## config.mk

```make
export PLATFORM = sky130hd
export DESIGN_NAME = opaddr_gen
export DESIGN_NICKNAME = d
export VERILOG_FILES = /design/src/rtl/opaddr_pkg.sv /design/src/rtl/opaddr_autostep.sv /design/src/rtl/opaddr_addr_sel.sv /design/src/rtl/opaddr_align.sv /design/src/rtl/opaddr_gen.sv
export SDC_FILE = /design/constraint.sdc
export NUM_CORES = 1
export LEC_CHECK = 0
export BUFFER_PORTS_ARGS = -buffer_cell sky130_fd_sc_hd__buf_4
export CORE_ASPECT_RATIO = 2
export CORE_UTILIZATION = 50
export DETAILED_ROUTE_END_ITERATION = 6
export PLACE_DENSITY = 0.74
export SLEW_MARGIN = 30
export SYNTH_ARGS = -nofsm -noshare
export SYNTH_HDL_FRONTEND = slang
export SYNTH_SLANG_ARGS = --single-unit
```

## constraint.sdc

```tcl
create_clock -name clk -period 5.45 [get_ports clk]
set_input_delay 0.2725 -clock clk [delete_from_list [all_inputs] [get_ports clk]]
set_output_delay 0.2725 -clock clk [all_outputs]
set_load 0.03 [all_outputs]
```

## src/rtl/opaddr_pkg.sv

```systemverilog
package opaddr_pkg;

    // Datapath widths
    parameter int unsigned REG_W   = 32;
    parameter int unsigned ADDR_W  = 24;
    parameter int unsigned IMM_W   = ADDR_W;
    parameter int unsigned SHORT_W = 16;
    parameter int unsigned BYTE_W  = 8;

    localparam int unsigned FILL8_W  = ADDR_W - BYTE_W;
    localparam int unsigned FILL16_W = ADDR_W - SHORT_W;

    // Addressing-mode codes; the numeric values are part of the interface
    typedef enum logic [2:0] {
        AM_IND     = 3'd0,
        AM_DISP16  = 3'd1,
        AM_DISP24  = 3'd2,
        AM_POSTINC = 3'd3,
        AM_PREDEC  = 3'd4,
        AM_ABS8    = 3'd5,
        AM_ABS16   = 3'd6,
        AM_ABS24   = 3'd7
    } amode_e;

    typedef enum logic [1:0] {
        SZ_BYTE = 2'd0,
        SZ_WORD = 2'd1,
        SZ_LONG = 2'd2,
        SZ_RSVD = 2'd3
    } asize_e;

    typedef struct packed {
        logic [ADDR_W-1:0] ea;
        logic [REG_W-1:0]  wb_data;
        logic              wb_en;
        logic              misalign;
    } ea_result_t;

    // Auto-update step for a given access size
    function automatic logic [REG_W-1:0] step_of(asize_e sz);
        logic [REG_W-1:0] s;
        case (sz)
            SZ_BYTE: s = REG_W'(1);
            SZ_WORD: s = REG_W'(2);
            default: s = REG_W'(4);
        endcase
        return s;
    endfunction

    // 16-bit value widened to the address width by sign extension
    function automatic logic [ADDR_W-1:0] sext_short(logic [SHORT_W-1:0] v);
        return {{FILL16_W{v[SHORT_W-1]}}, v};
    endfunction

    // 8-bit absolute address padded with ones
    function automatic logic [ADDR_W-1:0] ones_pad_byte(logic [BYTE_W-1:0] v);
        return {{FILL8_W{1'b1}}, v};
    endfunction

    function automatic logic is_auto_mode(amode_e m);
        return (m == AM_POSTINC) || (m == AM_PREDEC);
    endfunction

endpackage

```

## src/rtl/opaddr_autostep.sv

```systemverilog
module opaddr_autostep
    import opaddr_pkg::*;
(
    input  amode_e            mode,
    input  asize_e            size,
    input  logic [REG_W-1:0]  reg_val,
    output logic [REG_W-1:0]  wb_data,
    output logic              wb_en,
    output logic [ADDR_W-1:0] dec_addr
);

    logic [REG_W-1:0] step;
    logic [REG_W-1:0] inc_val;
    logic [REG_W-1:0] dec_val;

    assign step    = step_of(size);
    assign inc_val = reg_val + step;   // wraps modulo 2^REG_W
    assign dec_val = reg_val - step;

    always_comb begin
        case (mode)
            AM_POSTINC: wb_data = inc_val;
            AM_PREDEC:  wb_data = dec_val;
            default:    wb_data = reg_val;
        endcase
    end

    assign wb_en    = is_auto_mode(mode);
    assign dec_addr = dec_val[ADDR_W-1:0];

endmodule

```

## src/rtl/opaddr_addr_sel.sv

```systemverilog
module opaddr_addr_sel
    import opaddr_pkg::*;
(
    input  amode_e            mode,
    input  logic [ADDR_W-1:0] reg_lo,
    input  logic [IMM_W-1:0]  imm,
    input  logic [ADDR_W-1:0] dec_addr,
    output logic [ADDR_W-1:0] ea
);

    // Low address bits of a sum depend only on low bits of the operands
    logic [ADDR_W-1:0] short_ext;
    logic [ADDR_W-1:0] sum_d16;
    logic [ADDR_W-1:0] sum_d24;

    assign short_ext = sext_short(imm[SHORT_W-1:0]);
    assign sum_d16   = reg_lo + short_ext;
    assign sum_d24   = reg_lo + imm[ADDR_W-1:0];

    always_comb begin
        case (mode)
            AM_IND:     ea = reg_lo;
            AM_DISP16:  ea = sum_d16;
            AM_DISP24:  ea = sum_d24;
            AM_POSTINC: ea = reg_lo;
            AM_PREDEC:  ea = dec_addr;
            AM_ABS8:    ea = ones_pad_byte(imm[BYTE_W-1:0]);
            AM_ABS16:   ea = short_ext;
            AM_ABS24:   ea = imm[ADDR_W-1:0];
            default:    ea = reg_lo;
        endcase
    end

endmodule

```

## src/rtl/opaddr_align.sv

```systemverilog
module opaddr_align
    import opaddr_pkg::*;
(
    input  asize_e size,
    input  logic   ea_lsb,
    output logic   misalign
);

    assign misalign = (size != SZ_BYTE) && ea_lsb;

endmodule

```

## src/rtl/opaddr_gen.sv

```systemverilog
module opaddr_gen
    import opaddr_pkg::*;
(
    input  logic              clk,
    input  logic              rst,
    input  logic [2:0]        mode_i,
    input  logic [1:0]        size_i,
    input  logic [REG_W-1:0]  reg_i,
    input  logic [IMM_W-1:0]  imm_i,
    output logic [ADDR_W-1:0] ea_o,
    output logic [REG_W-1:0]  wb_data_o,
    output logic              wb_en_o,
    output logic              misalign_o
);

    amode_e            mode;
    asize_e            size;
    logic [REG_W-1:0]  wb_data_c;
    logic              wb_en_c;
    logic [ADDR_W-1:0] dec_addr_c;
    logic [ADDR_W-1:0] ea_c;
    logic              mis_c;
    ea_result_t        res_c;
    ea_result_t        res_q;

    assign mode = amode_e'(mode_i);
    assign size = asize_e'(size_i);

    opaddr_autostep u_step (
        .mode     (mode),
        .size     (size),
        .reg_val  (reg_i),
        .wb_data  (wb_data_c),
        .wb_en    (wb_en_c),
        .dec_addr (dec_addr_c)
    );

    opaddr_addr_sel u_sel (
        .mode     (mode),
        .reg_lo   (reg_i[ADDR_W-1:0]),
        .imm      (imm_i),
        .dec_addr (dec_addr_c),
        .ea       (ea_c)
    );

    opaddr_align u_align (
        .size     (size),
        .ea_lsb   (ea_c[0]),
        .misalign (mis_c)
    );

    always_comb begin
        res_c.ea       = ea_c;
        res_c.wb_data  = wb_data_c;
        res_c.wb_en    = wb_en_c;
        res_c.misalign = mis_c;
    end

    always_ff @(posedge clk) begin
        if (rst) begin
            res_q <= '0;
        end else begin
            res_q <= res_c;
        end
    end

    assign ea_o       = res_q.ea;
    assign wb_data_o  = res_q.wb_data;
    assign wb_en_o    = res_q.wb_en;
    assign misalign_o = res_q.misalign;

endmodule

```

# Word-level counts from Yosys, hierarchy flattened
# Cells that the tools add are included.
# W data, S select, Z words.
# word_totals
ff_bits	58
# classes
add_sub_neg	4
eq_ne	8
muxes	3
reduce_logical	6
# ops
op	n
$pmux W24 S7	1
$pmux W32 S2	1
$add A24 B24 Y24	2
$add A32 B3 Y32	1
$sub A32 B3 Y32	1
$eq A3 B3 Y1 const B	4
$eq A3 B2 Y1 const B	2
$pmux W3 S2	1
$eq A3 B1 Y1 const B	1
$logic_not A3 Y1	1
$eq A2 B1 Y1 const B	1
$logic_not A2 Y1	1
$reduce_bool A2 Y1	1
$reduce_or A2 Y1	1
$logic_and A1 B1 Y1	1
$logic_or A1 B1 Y1	1

# Logic depth before layout (Yosys ltp)
# Gate-level depths: netlist of the first run.
# depth
depth_word	5
depth_mapped	14

# Cells and area by module
# Synthesis of the first run repeated with hierarchy kept, for this count alone.
# hier_totals
hier_cells	733
hier_area_um2	5710.5
# modules_own_cells
module	n_inst	cells_per_inst	area_per_inst_um2
opaddr_addr_sel	1	349	2409.8
opaddr_autostep	1	261	1724.2
opaddr_gen	1	122	1569.0
opaddr_align	1	1	7.5

# Worst setup path after synthesis of the first run
# No wires, ideal clock.
# synth_timing
path_kind	input to register
start	in size_i[1]
end	reg res_q, in the netlist ea_o[22]
setup_time_ns	0.131
t_arrival_ns	2.837
slack_ns	2.482
stages	12
cell_sequence	nor2_1 ha_1 inv_1 fa_1 a21oi_1 nand3_1 or4_4 or3_1 buf_6 o311a_1 a21oi_1 o22ai_1
# synth_between
elab_chain_len	4
elab_cells_between_ends	5
cone_classes	1 x add/sub; 1 x eq/ne; 2 x mux; 1 x reduce/logical
# synth_lines
element	line_no	text
start: declaration	opaddr_gen.sv:7	input logic [1:0] size_i,
$eq A2 B1 Y1 / $logic_not A2 Y1 (equally long branches)	opaddr_pkg.sv:42	case (sz)
$pmux W3 S2 (*)	opaddr_pkg.sv:42	
$sub A32 B3 Y32 (*)	opaddr_autostep.sv:18	assign dec_val = reg_val - step;
$pmux W24 S7 (*)	opaddr_addr_sel.sv:21	case (mode)
end signal: assignment	opaddr_gen.sv:63	res_q <= res_c;
end: declaration	opaddr_gen.sv:24	ea_result_t res_q;
# Every way passes the cells marked *; elsewhere a longest branch is shown, timed or not.
# A chain may end at the register's enable or synchronous reset.

# Worst setup path in the final report of the first run
# layout_timing
start	in mode_i[1]
end	reg res_q, in the netlist ea_o[20]
# layout_between
elab_chain_len	3
elab_cells_between_ends	10
cone_classes	7 x eq/ne; 1 x mux; 2 x reduce/logical
# layout_lines
element	line_no	text
start: declaration	opaddr_gen.sv:6	input logic [2:0] mode_i,
$eq A3 B2 Y1 / $logic_not A3 Y1 (equally long branches)	opaddr_addr_sel.sv:21	
$reduce_or A2 Y1 (no source line)	n/a	
$pmux W24 S7 (*)	opaddr_addr_sel.sv:21	
# Marks and branches as above.

==> summary.md, run 1 <==
| Metric | Value |
|---|---|
| PD cells | 253 nW/µm² |
| Crit share post-route | 59.6% |
| Vias | 5547 |
| Worst Min Path Start | reg_i[31] |
| Most frequent CP cell | nor2b_1 |
| Initial antenna violation count | 0 |
| Area contributors post-synth | dfxtp_1, ha_1, nor2_1, a21oi_1, xor2_1 |
| Placer Congestion | 0.959 |
| P_sw | 549 µW |
| Port Buf Inserts | 120 |
| Util after Layout | 63.5% |
| Sequential fraction of the synthesis area | 24.0% |
| Die ar. | 10100 µm² |
| DR vias/cell | 6.53 |
| Reg power frac | 31.2% |
| CP endpoint kind | flop |
| Largest net degree at the start of global routing | 61 |
| Width of the die | 71.5 µm |
| Nets | 836 |
| VDD IR max | 175 µV |
| Synth warnings | 0 |
| Hold path depth | 3 |
| Initial DRC Count | 485 |
| Worst min-delay path class | input pin to flop |
| Buf/Inv on CP | 2 |
| Critical Path Fanout Max | 11 |
| Cts repair resizes | 0 |
| Sw Ratio | 36.4% |
| Clk sink count | 58 |
| Post-Syn Area | 4840 µm² |
| Final Max Slew Viols | 0 |
| Critical path type | input pin to flop |
| Netlist cell types | 63 |
| Min Clock Period, post-route | 3.25 ns |
| Mapped Cells | 651 |
| Synth async-reset ratio | 0% |
| Post-route setup TNS | 0 ns |
| Crit start category | input pin |
| Hold Path End | wb_data_o[31] |
| Cell taking the most area after synthesis | dfxtp_1 |
| Worst Path Arrival | 3.44 ns |
| Gr ovfl total | 0 |
| FF+latch count, synth | 58 |
| RSZ-0062 raised after global routing | no |
| Max stage delay on crit path | 0.70 ns |
| Cts hold-fix bufs | 0 |
| Top delay family on crit path | simple AND/OR/NAND/NOR gates |
| Routed len/inst | 20.1 µm |
| Starting Density | 51.5% |
| Number of post-CTS setup repair buffers | 0 |
| Synth Flop Type | dfxtp_1 |
| Io pins | 121 |
| Max-cap viol count | 0 |
| Fill cell count | 881 |
| Final hold violations | 0 |
| Hpwl dp | 12900 µm |
| Post-synth top cells | nor2_1, dfxtp_1, a21oi_1 |
| Critical-path cell list | buf_4, inv_1, nor3_1, nor2b_1, a21o_1, ha_1, and3_1, nor2b_1, a21oi_1, o21ai_0, a221oi_1, or4_1, o211ai_1 |
| Count leader, synth | nor2_1 |
| Status | finished clean |
| CTS root buf | clkbuf_16 |
| Clk slew on worst S/H paths | 0.05 ns |
| ANT cells | 0 |
| Slowest CP cell | nor3_1 |
| Area Growth Syn to Fin | 23.2% |
| Slew @ Worst Pin | 0.844 ns |
| Clock Power Share | 34.5% |
| Core Area | 9380 µm² |
| Crit. Startpoint | mode_i[1] |
| Critical path depth | 13 |
| Syn_nets | 746 |
| CTS tree | done |
| Clock buffer depth | 2 |
| EDFF count, synth | 0 |
| DRC viols | 0 |
| Slew headroom | 43.3% |
| Router iterations before antenna repair | 6 |
| WL final | 17100 µm |
| Gr usage total | 34.9% |
| Static leakage | 2.55 nW |
| Worst Path Required | 5.65 ns |
| Setup violators final | 0 |
| P_int | 957 µW |
| Cell Rows | 50 |
| Vias in the first global route | 5355 |
| Max Fclk | 308 MHz |
| Share of Yosys cell area claimed by the top area cell type | 24.0% |
| Routed Antenna Nets | 0 |
| First-pass GRT wire length | 26800 µm |
| Max H-tree Level | 3 |
| Num CTS Buffers | 9 |
| Comb pwr share | 34.2% |
| DIE HEIGHT | 141 µm |
| Avg Inst Size Synth | 7.43 µm² |
| Layout cells sized above 1 | 20.8% |
-- power by group through the flow --
stage / Combinational, mW / Sequential, mW / Clock (mW)
floorplan: 0.256 / 0.548 / 0
global placement: 0.501 / 0.479 / 0
detailed placement: 0.505 / 0.479 / 0
CTS: 0.507 / 0.470 / 0.520
global route: 0.553 / 0.473 / 0.538
finish: 0.515 / 0.470 / 0.520
-- state kept, by name, indices dropped and copies added, names as in the netlist --
register / cells
wb_data_o: 32
ea_o: 24
misalign_o: 1
wb_en_o: 1
-- cells by family after synthesis --
kind of cell	count (synthesis)	synth area share, %
and+or+nand+nor	241	24.5
AOI/OAI and AO/OA	210	28.5
buffers and inverters	62	5.46
DFF	58	24.0
xor gates and xnor gates	45	8.15
adders and majority gates	32	8.75
muxes	3	0.621
-- layout by cell type, fill, tap and decap left out, types with 8 or more instances in the layout --
| master | synthesis | final |
|---|---|---|
| buf_4 | 0 | 123 |
| nor2_1 | 80 | 79 |
| dfxtp_1 | 58 | 58 |
| a21oi_1 | 56 | 56 |
| nand2_1 | 51 | 51 |
| o21ai_0 | 45 | 45 |
| ha_1 | 29 | 29 |
| xor2_1 | 26 | 26 |
| xnor2_1 | 19 | 19 |
| inv_1 | 18 | 18 |
| a21o_1 | 18 | 18 |
| nor3_1 | 17 | 17 |
| nand3_1 | 15 | 15 |
| o22ai_1 | 14 | 14 |
| nor2b_1 | 12 | 12 |
| nand2b_1 | 11 | 11 |
| nand4_1 | 11 | 11 |
| a211oi_1 | 10 | 10 |
| or3_1 | 9 | 9 |
| clkbuf_16 | 0 | 9 |
| o211ai_1 | 8 | 8 |
-- how the worst max path moves through the flow --
stage / to / slack, ns
floorplan: ea_o[22] / 2.48
global placement: ea_o[22] / 2.02
detailed placement: ea_o[20] / 1.95
CTS: ea_o[20] / 2.29
global route: ea_o[20] / 1.91
finish: ea_o[20] / 2.20
-- layer usage --
| metal | global-route usage [%] | up-vias | routed length [µm] |
|---|---|---|---|
| li1 | - | 2563 | - |
| met4 | 29.7 | 0 | 1520 |
| met2 | 62.2 | 328 | 8920 |
| met3 | 6.36 | 116 | 1110 |
| met5 | 0 | - | 0 |
| met1 | 33.6 | 2540 | 5510 |
-- stage by stage --
step | power [mW] | area [µm²] | std cells | setup WS (ns) | hold WS (ns)
floorplan | 0.804 | 4840 | 651 | 2.48 | 0.353
global placement | 0.979 | 5700 | 834 | 2.02 | 0.519
detailed placement | 0.984 | 5700 | 834 | 1.95 | 0.521
CTS | 1.50 | 5960 | 849 | 2.29 | 0.176
global route | 1.56 | 5960 | 849 | 1.91 | 0.189
finish | 1.51 | 5960 | 849 | 2.20 | 0.178
-- cell type report --
type | count | area [µm²] | area share [%]
Multi-Input combinational cell | 531 | 3410 | 57.3
Sequential cell | 58 | 1160 | 19.5
Timing Repair Buffer | 123 | 923 | 15.5
Clock buffer | 9 | 225 | 3.78
Tap cell | 104 | 130 | 2.18
Inverter | 18 | 67.6 | 1.13
Clock inverter | 6 | 35.0 | 0.588
No activity file was read; power rests on OpenSTA's default activity.
==> run 2, diff against run 1 <==
==> constraint.sdc (replaced) <==
create_clock -name clk -period 3.04 [get_ports clk]
set_input_delay 0.152 -clock clk [delete_from_list [all_inputs] [get_ports clk]]
set_output_delay 0.152 -clock clk [all_outputs]
set_load 0.03 [all_outputs]
==> run 2 against run 1 <==
  * Hold slack lost 0.096 ns
  * Combinational power grew 84%
  * Worst setup slack lost 1.9 ns
  * Largest power group is now combinational logic
  * Highest routed layer unchanged
==> summary.md, run 2 (same netlist as run 1, synthesis figures left out) <==
| Metric | Value |
|---|---|
| Largest register FFs | 32 |
| PD cells | 446 nW/µm² |
| DR vias/cell | 6.37 |
| Clk sink count | 58 |
| Vias in the first global route | 5571 |
| Dpl cells | 856 |
| Die ar. | 10100 µm² |
| Max stage delay on crit path | 0.48 ns |
| Routed len/inst | 20.6 µm |
| Gr ovfl total | 0 |
| Max Fclk | 365 MHz |
| Critical path type | input pin to flop |
| DRC viols | 0 |
| Clk slew on worst S/H paths | 0.05 ns |
| Post-route setup TNS | 0 ns |
| Gr usage total | 36.0% |
| Largest net degree at the start of global routing | 61 |
| Placer Congestion | 0.936 |
| Critical-path cell list | buf_4, nor2_1, ha_1, inv_1, fa_1, a21oi_1, nand3_1, or4_4, or3_1, nor2_1, a22oi_1, xor2_1, nor2_1 |
| Max-cap viol count | 0 |
| VDD IR max | 403 µV |
| Number of post-CTS setup repair buffers | 0 |
| CP endpoint kind | flop |
| Width of the die | 71.5 µm |
| Util after Layout | 65.4% |
| First-pass GRT wire length | 27600 µm |
| Clock buffer depth | 2 |
| CTS tree | done |
| Cell Rows | 50 |
| Worst Path Arrival | 2.91 ns |
| Initial antenna violation count | 0 |
| Area after DPL | 5860 µm² |
| Final Max Slew Viols | 0 |
| Max H-tree Level | 3 |
| Min Clock Period, post-route | 2.74 ns |
| Post-Layout Cell Count | 872 |
| Pre-CTS WS | 0.00104 ns |
| Slew headroom | 49.3% |
| CTS root buf | clkbuf_16 |
| Fill cell count | 893 |
| DIE HEIGHT | 141 µm |
| Vias | 5557 |
| Core Area | 9380 µm² |
| Hold Worst Slack | 0.0822 ns |
| Routed Antenna Nets | 0 |
| Cts hold-fix bufs | 0 |
| Most frequent cells in the layout | buf_4, nor2_1, dfxtp_1 |
| Starting Density | 51.5% |
| Slew @ Worst Pin | 0.757 ns |
| Status | finished clean |
| ANT cells | 0 |
| Final WS setup | 0.301 ns |
| Slowest CP cell | or3_1 |
| Initial DRC Count | 420 |
| Final hold violations | 0 |
| Crit share post-route | 90.1% |
| Hpwl dp | 14200 µm |
| Critical Path Fanout Max | 7 |
| Most frequent CP cell | nor2_1 |
| RSZ-0062 raised after global routing | no |
| Layout cells sized above 1 | 23.0% |
| Static leakage | 2.66 nW |
| Most common cell after layout, fill and taps aside | buf_4 |
| Nets | 858 |
| Port Buf Inserts | 120 |
| Cts repair resizes | 0 |
| Setup violators final | 0 |
| Worst Path Required | 3.22 ns |
| Area Growth Syn to Fin | 26.8% |
| Router iterations before antenna repair | 6 |
| Crit start category | input pin |
| WL final | 18000 µm |
| Worst min-delay path class | input pin to flop |
| Total power | 2.74 mW |
| Design area | 6130 µm² |
| Io pins | 121 |
| Num CTS Buffers | 9 |
-- run 2: cell count changes in the layout (fill, tap and decap cells not counted) --
cell,delta
buf_4,+22
clkbuf_1,+1
clkbuf_8,+1
clkinv_2,-1
-- run 2: routing by layer --
layer / vias to the layer above / GRT usage, % / wire length [µm]
li1: 2604 / - / -
met2: 276 / 68.9 / 9800
met3: 105 / 4.79 / 902
met1: 2572 / 32.3 / 5720
met5: - / 0 / 0
met4: 0 / 29.0 / 1560
-- run 2: layout make-up --
class                      instances  area, µm²  area share (%)
multi-input combinational        531       3410            55.7
sequential                        58       1160            18.9
timing repair buffer             145       1090            17.7
clock buffer                      11        243            3.96
tap                              104        130            2.12
inverter                          18       67.6            1.10
clock inverter                     5       30.0           0.490
-- run 2: path summary, 6_finish.rpt --
kind                  start  depth (start not counted)            end  slack [ns]
setup / recovery  size_i[1]                         13  wb_data_o[30]        0.30
hold / removal    reg_i[27]                          3  wb_data_o[27]        0.08
-- run 2: worst max-delay path, delay by kind of cell --
family | cells | cell delay (ns)
AND/OR/NAND/NOR | 6 | 1.49
adder cells (fa/ha/maj) | 2 | 0.57
AO/OA/AOI/OAI | 2 | 0.33
XOR/XNOR | 1 | 0.19
buffers and inverters | 2 | 0.17
-- run 2: power by group --
group          internal (mW)  switching (mW)  total [mW]
registers              0.824          0.0215       0.845
clock network          0.569           0.374       0.944
logic                  0.372           0.577       0.948
